File: config.mk
export PLATFORM = sky130hd
export DESIGN_NAME = rti_sequencer
export DESIGN_NICKNAME = d
export VERILOG_FILES = /design/src/rtl/rti_pkg.sv /design/src/rtl/rti_fsm.sv /design/src/rtl/rti_pointer.sv /design/src/rtl/rti_capture.sv /design/src/rtl/rti_sequencer.sv
export SDC_FILE = /design/constraint.sdc
export NUM_CORES = 1
export LEC_CHECK = 0
export BUFFER_PORTS_ARGS = -buffer_cell sky130_fd_sc_hd__buf_4
export CAP_MARGIN = 5
export CORE_UTILIZATION = 30
export DETAILED_ROUTE_END_ITERATION = 10
export PLACE_DENSITY_LB_ADDON = 0.15
export SLEW_MARGIN = 20
export SYNTH_ARGS = -nofsm -noshare
export SYNTH_HDL_FRONTEND = slang
export SYNTH_SLANG_ARGS = --single-unit
File: constraint.sdc
create_clock -name clk -period 1.89 [get_ports clk]
set_input_delay 0.2835 -clock clk [delete_from_list [all_inputs] [get_ports clk]]
set_output_delay 0.2835 -clock clk [all_outputs]
set_load 0.05 [all_outputs]
File: src/rtl/rti_pkg.sv
package rti_pkg;

    typedef enum logic [2:0] {
        ST_IDLE    = 3'd0,
        ST_SR_ADDR = 3'd1,
        ST_SR_DATA = 3'd2,
        ST_PC_ADDR = 3'd3,
        ST_PC_DATA = 3'd4,
        ST_RESUME  = 3'd5
    } rti_state_e;

    typedef struct packed {
        logic busy;
        logic done;
        logic mem_rd;
        logic sp_load;
        logic sp_step;
        logic cap_sr;
        logic cap_pc;
        logic sr_we;
        logic pc_we;
    } rti_ctrl_t;

endpackage

File: src/rtl/rti_fsm.sv
module rti_fsm
    import rti_pkg::*;
(
    input  logic       clk,
    input  logic       rst_n,
    input  logic       start_i,
    output rti_ctrl_t  ctrl_o
);

    rti_state_e state_q;
    rti_state_e state_d;

    // State register and next-state decode
    always_ff @(posedge clk) begin
        if (!rst_n) state_q <= ST_IDLE;
        else        state_q <= state_d;
    end

    always_comb begin
        state_d = state_q;
        unique case (state_q)
            ST_IDLE:    if (start_i) state_d = ST_SR_ADDR;   // T_START
            ST_SR_ADDR: state_d = ST_SR_DATA;                // T_SR_WAIT
            ST_SR_DATA: state_d = ST_PC_ADDR;                // T_SR_POP
            ST_PC_ADDR: state_d = ST_PC_DATA;                // T_PC_WAIT
            ST_PC_DATA: state_d = ST_RESUME;                 // T_PC_POP
            ST_RESUME:  state_d = ST_IDLE;                   // T_FINISH
            default:    state_d = ST_IDLE;
        endcase
    end

    // Output decode
    always_comb begin
        ctrl_o         = '0;
        ctrl_o.sp_load = (state_q == ST_IDLE) && start_i;
        unique case (state_q)
            ST_IDLE: ;
            ST_SR_ADDR: begin
                ctrl_o.busy   = 1'b1;
                ctrl_o.mem_rd = 1'b1;
            end
            ST_SR_DATA: begin
                ctrl_o.busy    = 1'b1;
                ctrl_o.cap_sr  = 1'b1;
                ctrl_o.sp_step = 1'b1;
            end
            ST_PC_ADDR: begin
                ctrl_o.busy   = 1'b1;
                ctrl_o.mem_rd = 1'b1;
                ctrl_o.sr_we  = 1'b1;
            end
            ST_PC_DATA: begin
                ctrl_o.busy    = 1'b1;
                ctrl_o.cap_pc  = 1'b1;
                ctrl_o.sp_step = 1'b1;
            end
            ST_RESUME: begin
                ctrl_o.busy  = 1'b1;
                ctrl_o.done  = 1'b1;
                ctrl_o.pc_we = 1'b1;
            end
            default: ;
        endcase
    end

    // the final state always hands back to idle
    p_resume_exit_r2: assert property (@(posedge clk) disable iff (!rst_n)
        state_q == ST_RESUME |=> state_q == ST_IDLE);

    // a start seen mid-sequence never drops the block back to idle early
    p_start_ignored_r7: assert property (@(posedge clk) disable iff (!rst_n)
        (state_q != ST_IDLE && state_q != ST_RESUME && start_i) |=> state_q != ST_IDLE);

endmodule

File: src/rtl/rti_pointer.sv
module rti_pointer #(
    parameter int ADDR_W = 16,
    parameter int DATA_W = 16
) (
    input  logic              clk,
    input  logic              rst_n,
    input  logic              load_i,
    input  logic              step_i,
    input  logic [ADDR_W-1:0] sp_i,
    output logic [ADDR_W-1:0] addr_o,
    output logic [ADDR_W-1:0] next_o
);

    localparam logic [ADDR_W-1:0] STEP = ADDR_W'(DATA_W / 8);

    logic [ADDR_W-1:0] ptr_q;

    always_ff @(posedge clk) begin
        if (!rst_n)      ptr_q <= '0;
        else if (load_i) ptr_q <= sp_i;
        else if (step_i) ptr_q <= ptr_q + STEP;
    end

    assign addr_o = ptr_q;
    assign next_o = ptr_q + STEP;

endmodule

File: src/rtl/rti_capture.sv
module rti_capture #(
    parameter int DATA_W = 16
) (
    input  logic              clk,
    input  logic              rst_n,
    input  logic              cap_sr_i,
    input  logic              cap_pc_i,
    input  logic [DATA_W-1:0] rdata_i,
    output logic [DATA_W-1:0] sr_o,
    output logic [DATA_W-1:0] pc_o
);

    logic [DATA_W-1:0] sr_q;
    logic [DATA_W-1:0] pc_q;

    always_ff @(posedge clk) begin
        if (!rst_n) begin
            sr_q <= '0;
            pc_q <= '0;
        end else begin
            if (cap_sr_i) sr_q <= rdata_i;
            if (cap_pc_i) pc_q <= rdata_i;
        end
    end

    assign sr_o = sr_q;
    assign pc_o = {pc_q[DATA_W-1:1], 1'b0};

endmodule

File: src/rtl/rti_sequencer.sv
module rti_sequencer
    import rti_pkg::*;
#(
    parameter int ADDR_W = 16,
    parameter int DATA_W = 16
) (
    input  logic              clk,
    input  logic              rst_n,
    input  logic              start_i,
    input  logic [ADDR_W-1:0] sp_i,
    input  logic [DATA_W-1:0] mem_rdata_i,
    output logic              busy_o,
    output logic              done_o,
    output logic              mem_rd_o,
    output logic [ADDR_W-1:0] mem_addr_o,
    output logic              sp_we_o,
    output logic [ADDR_W-1:0] sp_wdata_o,
    output logic              sr_we_o,
    output logic [DATA_W-1:0] sr_wdata_o,
    output logic              pc_we_o,
    output logic [DATA_W-1:0] pc_wdata_o
);

    localparam logic [ADDR_W-1:0] STEP = ADDR_W'(DATA_W / 8);

    rti_ctrl_t ctrl;

    rti_fsm u_fsm (
        .clk     (clk),
        .rst_n   (rst_n),
        .start_i (start_i),
        .ctrl_o  (ctrl)
    );

    rti_pointer #(.ADDR_W(ADDR_W), .DATA_W(DATA_W)) u_ptr (
        .clk    (clk),
        .rst_n  (rst_n),
        .load_i (ctrl.sp_load),
        .step_i (ctrl.sp_step),
        .sp_i   (sp_i),
        .addr_o (mem_addr_o),
        .next_o (sp_wdata_o)
    );

    rti_capture #(.DATA_W(DATA_W)) u_cap (
        .clk      (clk),
        .rst_n    (rst_n),
        .cap_sr_i (ctrl.cap_sr),
        .cap_pc_i (ctrl.cap_pc),
        .rdata_i  (mem_rdata_i),
        .sr_o     (sr_wdata_o),
        .pc_o     (pc_wdata_o)
    );

    assign busy_o   = ctrl.busy;
    assign done_o   = ctrl.done;
    assign mem_rd_o = ctrl.mem_rd;
    assign sp_we_o  = ctrl.sp_step;
    assign sr_we_o  = ctrl.sr_we;
    assign pc_we_o  = ctrl.pc_we;

    // nothing is strobed while idle
    p_idle_quiet_r9: assert property (@(posedge clk) disable iff (!rst_n)
        !busy_o |-> !(mem_rd_o || sp_we_o || sr_we_o || pc_we_o));

    // the status write precedes the program counter write by two cycles
    p_sr_before_pc_r6: assert property (@(posedge clk) disable iff (!rst_n)
        pc_we_o |-> $past(sr_we_o, 2));

    // done is followed by an idle cycle
    p_done_end_r2: assert property (@(posedge clk) disable iff (!rst_n)
        done_o |=> !busy_o);

    // the second pointer write is one step above the first
    p_sp_step_r4: assert property (@(posedge clk) disable iff (!rst_n)
        (sp_we_o && $past(sp_we_o, 2)) |-> sp_wdata_o == $past(sp_wdata_o, 2) + STEP);

    // the second read address is one step above the first
    p_rd_addr_r3: assert property (@(posedge clk) disable iff (!rst_n)
        (mem_rd_o && $past(mem_rd_o, 2)) |-> mem_addr_o == $past(mem_addr_o, 2) + STEP);

endmodule

# --- After elaboration in Yosys (flattened, before gate mapping) ---
# Index checks and enable logic that the tools add are counted.
classes:
  addsub: 1
  mux: 11
  n_reduce_logical: 6
  n_eq_ne: 6
op_table:
  columns: ["operator", "n"]
  rows:
  - ["2-to-1 mux 16 bit", 2]
  - ["adder 16 x 2 -> 16 bit (second input constant)", 1]
  - ["one-hot mux 3 bit (5 select lines)", 1]
  - ["2-to-1 mux 1 bit", 7]
  - ["equality test 3 x 2 -> 1 bit (second input constant)", 2]
  - ["equality test 3 bit (second input constant)", 2]
  - ["OR reduction 5 bit", 1]
  - ["OR reduction 2 bit", 2]
  - ["equality test 3 x 1 -> 1 bit (second input constant)", 1]
  - ["zero test 3 bit", 1]
  - ["2-to-1 mux 3 bit", 1]
  - ["inequality test 2 bit (second input constant)", 1]
  - ["nonzero test 2 bit", 1]
  - ["logical AND 1 bit", 1]
word_totals:
  register_bits: 51
  word_cells: 28
  inputBits: 35
  output_inout_bits: 70

# --- Depth between registers and ports, before layout ---
depth:
  ltp_word: 5
  ltp_mapped: 6
  mapped_depth_nobuf: 5

# --- Modules after synthesis ---
# Synthesis repeated with hierarchy kept, for this count alone.
unflattened:
  hier_cells: 260
  hier_area_um2: 2595.0
modules_own_cells:
  columns: ["module", "instances", "seq_area_each_um2", "cells_per_inst", "area_each_um2"]
  rows:
  - ["rti_capture", 1, 620.6, 102, 1209.9]
  - ["rti_pointer", 1, 320.3, 132, 1141.1]
  - ["rti_fsm", 1, 60.1, 26, 244.0]

# --- Least setup slack after synthesis ---
# OpenSTA, ideal clock, no wires.
synth_timing:
  kind: "register to output"
  start: "register u_ptr.ptr_q[2] (netlist: u_ptr.addr_o[2])"
  end: "output sp_wdata_o[9]"
  n_path_buf: 1
  t_arrival_ns: 2.293
  path_stages_with_launch: 5
  t_required_ns: 1.607
  slack_ns: -0.687
  path_cell_list: "dfxtp_1 ha_1 clkbuf_1 nand4_1 xnor2_1"
synth_between:
  elab_chain_cells: 1
synth_lines:
  columns: ["element", "line", "rtl"]
  rows:
  - ["from (decl)", "rti_pointer.sv:16", "logic [ADDR_W-1:0] ptr_q;"]
  - ["from (signal assigned)", "rti_pointer.sv:20", "else if (load_i) ptr_q <= sp_i;"]
  - ["from (signal assigned)", "rti_pointer.sv:21", "else if (step_i) ptr_q <= ptr_q + STEP;"]
  - ["adder 16 x 2 -> 16 bit", "rti_pointer.sv:25", "assign next_o = ptr_q + STEP;"]
  - ["to (decl)", "rti_sequencer.sv:17", "output logic [ADDR_W-1:0] sp_wdata_o,"]
# No other way between the ends.

# --- Worst setup path in the final report ---
layout_timing:
  start: "register u_ptr.ptr_q[2] (netlist: u_ptr.addr_o[2])"
  end: "output sp_wdata_o[15]"
# The elaborated chain is that of the path after synthesis.

==> flow_summary.ini <==
[outcome]
status = finished with violations
failed_checks = negative setup slack

[setup_path]
end_kind = output port
crit_type = reg2out
crit_arrival_ns = 1.62
critPathMaxFanout = 3
startpoint_type = register
required_ns = 1.61

[cts]
clk_path_buf_depth = 2
clk_pin_slew_ns = 0.10
cts.sinks = 50
cts_tree = yes
numCtsBuffers = 5
cts-root-buf = clkbuf_8
h-tree-depth = 2
clock_latency_ns = 0.31

[die]
die_area_sq_um = 8210
num_rows = 31
core_area_sq_um = 7410
die_h_microns = 90.6
start_util = 0.318
ios = 105
die_w_microns = 90.6

[timing]
maxSlewHeadroom = 0.532
final_hold_viol_count = 0
setup_viol = 1
max_freq_mhz = 524
grt_setup_unrepaired = true
timing.setup.tns_ns = -0.0185
min_period_over_period = 1.01
fin_ws_ns = -0.0185
period_minus_slack_ns = 1.91
drv_slew = 0
whs_ns = 0.202
tightest_slew_ns = 0.702
skew_ns = 0.0146

[yosys]
yosysWarnings = 0
ys_ff_latch = 50
synth_area_sq_um = 2360
synth_area_leader_cell = dfxtp_1
yosys-top-cells-area = dfxtp_1, nand2_1, a21oi_1
synth_area_per_cell_sq_um = 7.85
async_flop_share = 0
yosysMostFrequentCell = nand2_1
synth_edf_count = 0
synth_cell_type_count = 43
synthTopCellsByCount = nand2_1, dfxtp_1, a21oi_1
synthCells = 300
ys.flop_type = dfxtp_1
synth_top_area_share = 0.425
yosysSeqAreaShare = 0.425
synth_fp_nets = 336

[cells_and_area]
syn_to_final_growth_pct = 64.2
fin_area_sq_um = 3870
layout.cells.non_filler = 527
final-seq-area_sq_um = 1040
multi_input_area_sq_um = 1460
drive_gt1_frac = 0.456
final_nets = 463
antenna_cells = 0
fillers = 730
fin_util = 0.522

[place]
place_hpwl_mm = 5.39
dp_slack_ns = 0.112
postPlaceCellArea_sq_um = 3560
routabilityCongestion = 0.812
port_buffers = 103
dp.cells = 505

[detailed_routing]
wl_per_cell_microns = 14.4
dr.pass1.iters = 4
wirelength_mm = 7.56
drt_iter0_drc = 72
antenna_left = 0
via_count = 2556
drc_errors = 0
avgViaCountPerCell = 4.85

[min_path]
hold_class = in2reg

[pwr]
power_leakage_nw = 1.66
vdd.ir_drop.worst_uv = 375
pwr_density_cell_nw_per_um2 = 800
finalPower_mw = 3.10

[grt]
grt_max_degree = 39
grt-ovfl-total = 0
antenna_found_initial = 0
grt_first_pass_wirelength_mm = 12.3
grt_pass1_vias = 2430
gr-usage-all-layers = 0.184

[flow_run]
max_cap_violations = 0
[cells in the final DEF (no fill, tap or decap), types with 7 or more instances in the layout]
cell type	count
dfxtp_2	8
nand3_1	7
nand2_1	77
buf_4	131
buf_6	10
dfxtp_1	34
dfxtp_4	8
or3_1	7
a31oi_1	7
a21oi_1	38
[state kept, by name, indices dropped and copies added (netlist names)]
register / flops
u_fsm.state_q: 3
u_ptr.addr_o: 16
u_cap.sr_o: 16
u_cap.pc_q: 15
[routing by layer]
layer,vias up,wire [microns],track usage,part of all wire
met5,-,0,0,0
met4,0,87,0.0578,0.012
met3,8,452,0.0455,0.060
met2,82,3450,0.273,0.46
met1,1167,3580,0.261,0.47
li1,1299,-,-,-
[layout make-up]
type	count	share of cell area
multi-input cells	221	0.378
repair buffers	142	0.289
flip-flops and latches	50	0.269
well taps	99	0.0320
clock buffers	5	0.0178
clock inverters	3	0.00744
inverters	7	0.00679
[cell families (layout without fill, tap and decap cells)]
family	Yosys count	count (layout)	synth area share
and+or+nand+nor	131	132	0.266
AOI/OAI and AO/OA	71	71	0.181
DFF	50	50	0.425
buffers and inverters	30	157	0.0584
xor gates and xnor gates	14	14	0.0552
muxes	2	2	0.00850
adders and majority gates	1	1	0.00531
other	1	1	0.00159
[worst max-delay path, cell delays in order, from the launching register on]
cell,delay (ns)
dfxtp_2,0.36
ha_4,0.16
and3_4,0.17
nand4_1,0.24
xnor2_4,0.21
buf_6,0.17
[repair_timing]
item | 4_1_cts | 5_1_grt
cloned | 0 | 1
hold buffers | 0 | 0
pin swaps | 6 | 5
gates resized for setup | 21 | 7
setup buffers | 4 | 9
setup endpoints to repair | 9 | 12
[report_power, final]
| group | switching, mW | leakage (nW) | internal (mW) | total (mW) |
|---|---|---|---|---|
| clock | 0.400 | 0.0506 | 0.278 | 0.677 |
| combinational | 0.760 | 1.19 | 0.442 | 1.20 |
| sequential | 0.0862 | 0.416 | 1.13 | 1.22 |
| total | 1.25 | 1.66 | 1.85 | 3.10 |
[worst paths after layout]
check	startpoint	endpoint	slack, ns	cells after the start
hold / removal	sp_i[15]	u_ptr.addr_o[15]$_SDFFE_PN0P_	0.20	3
hold reg to reg	u_cap.sr_o[12]$_SDFFE_PN0P_	u_cap.sr_o[12]$_SDFFE_PN0P_	0.46	2
setup reg to reg	u_fsm.state_q[1]$_SDFFE_PN0P_	u_ptr.addr_o[10]$_SDFFE_PN0P_	0.29	5
setup / recovery	u_ptr.addr_o[2]$_SDFFE_PN0P_	sp_wdata_o[15]	-0.02	5
Note: power is estimated with default switching activity, not from simulation.
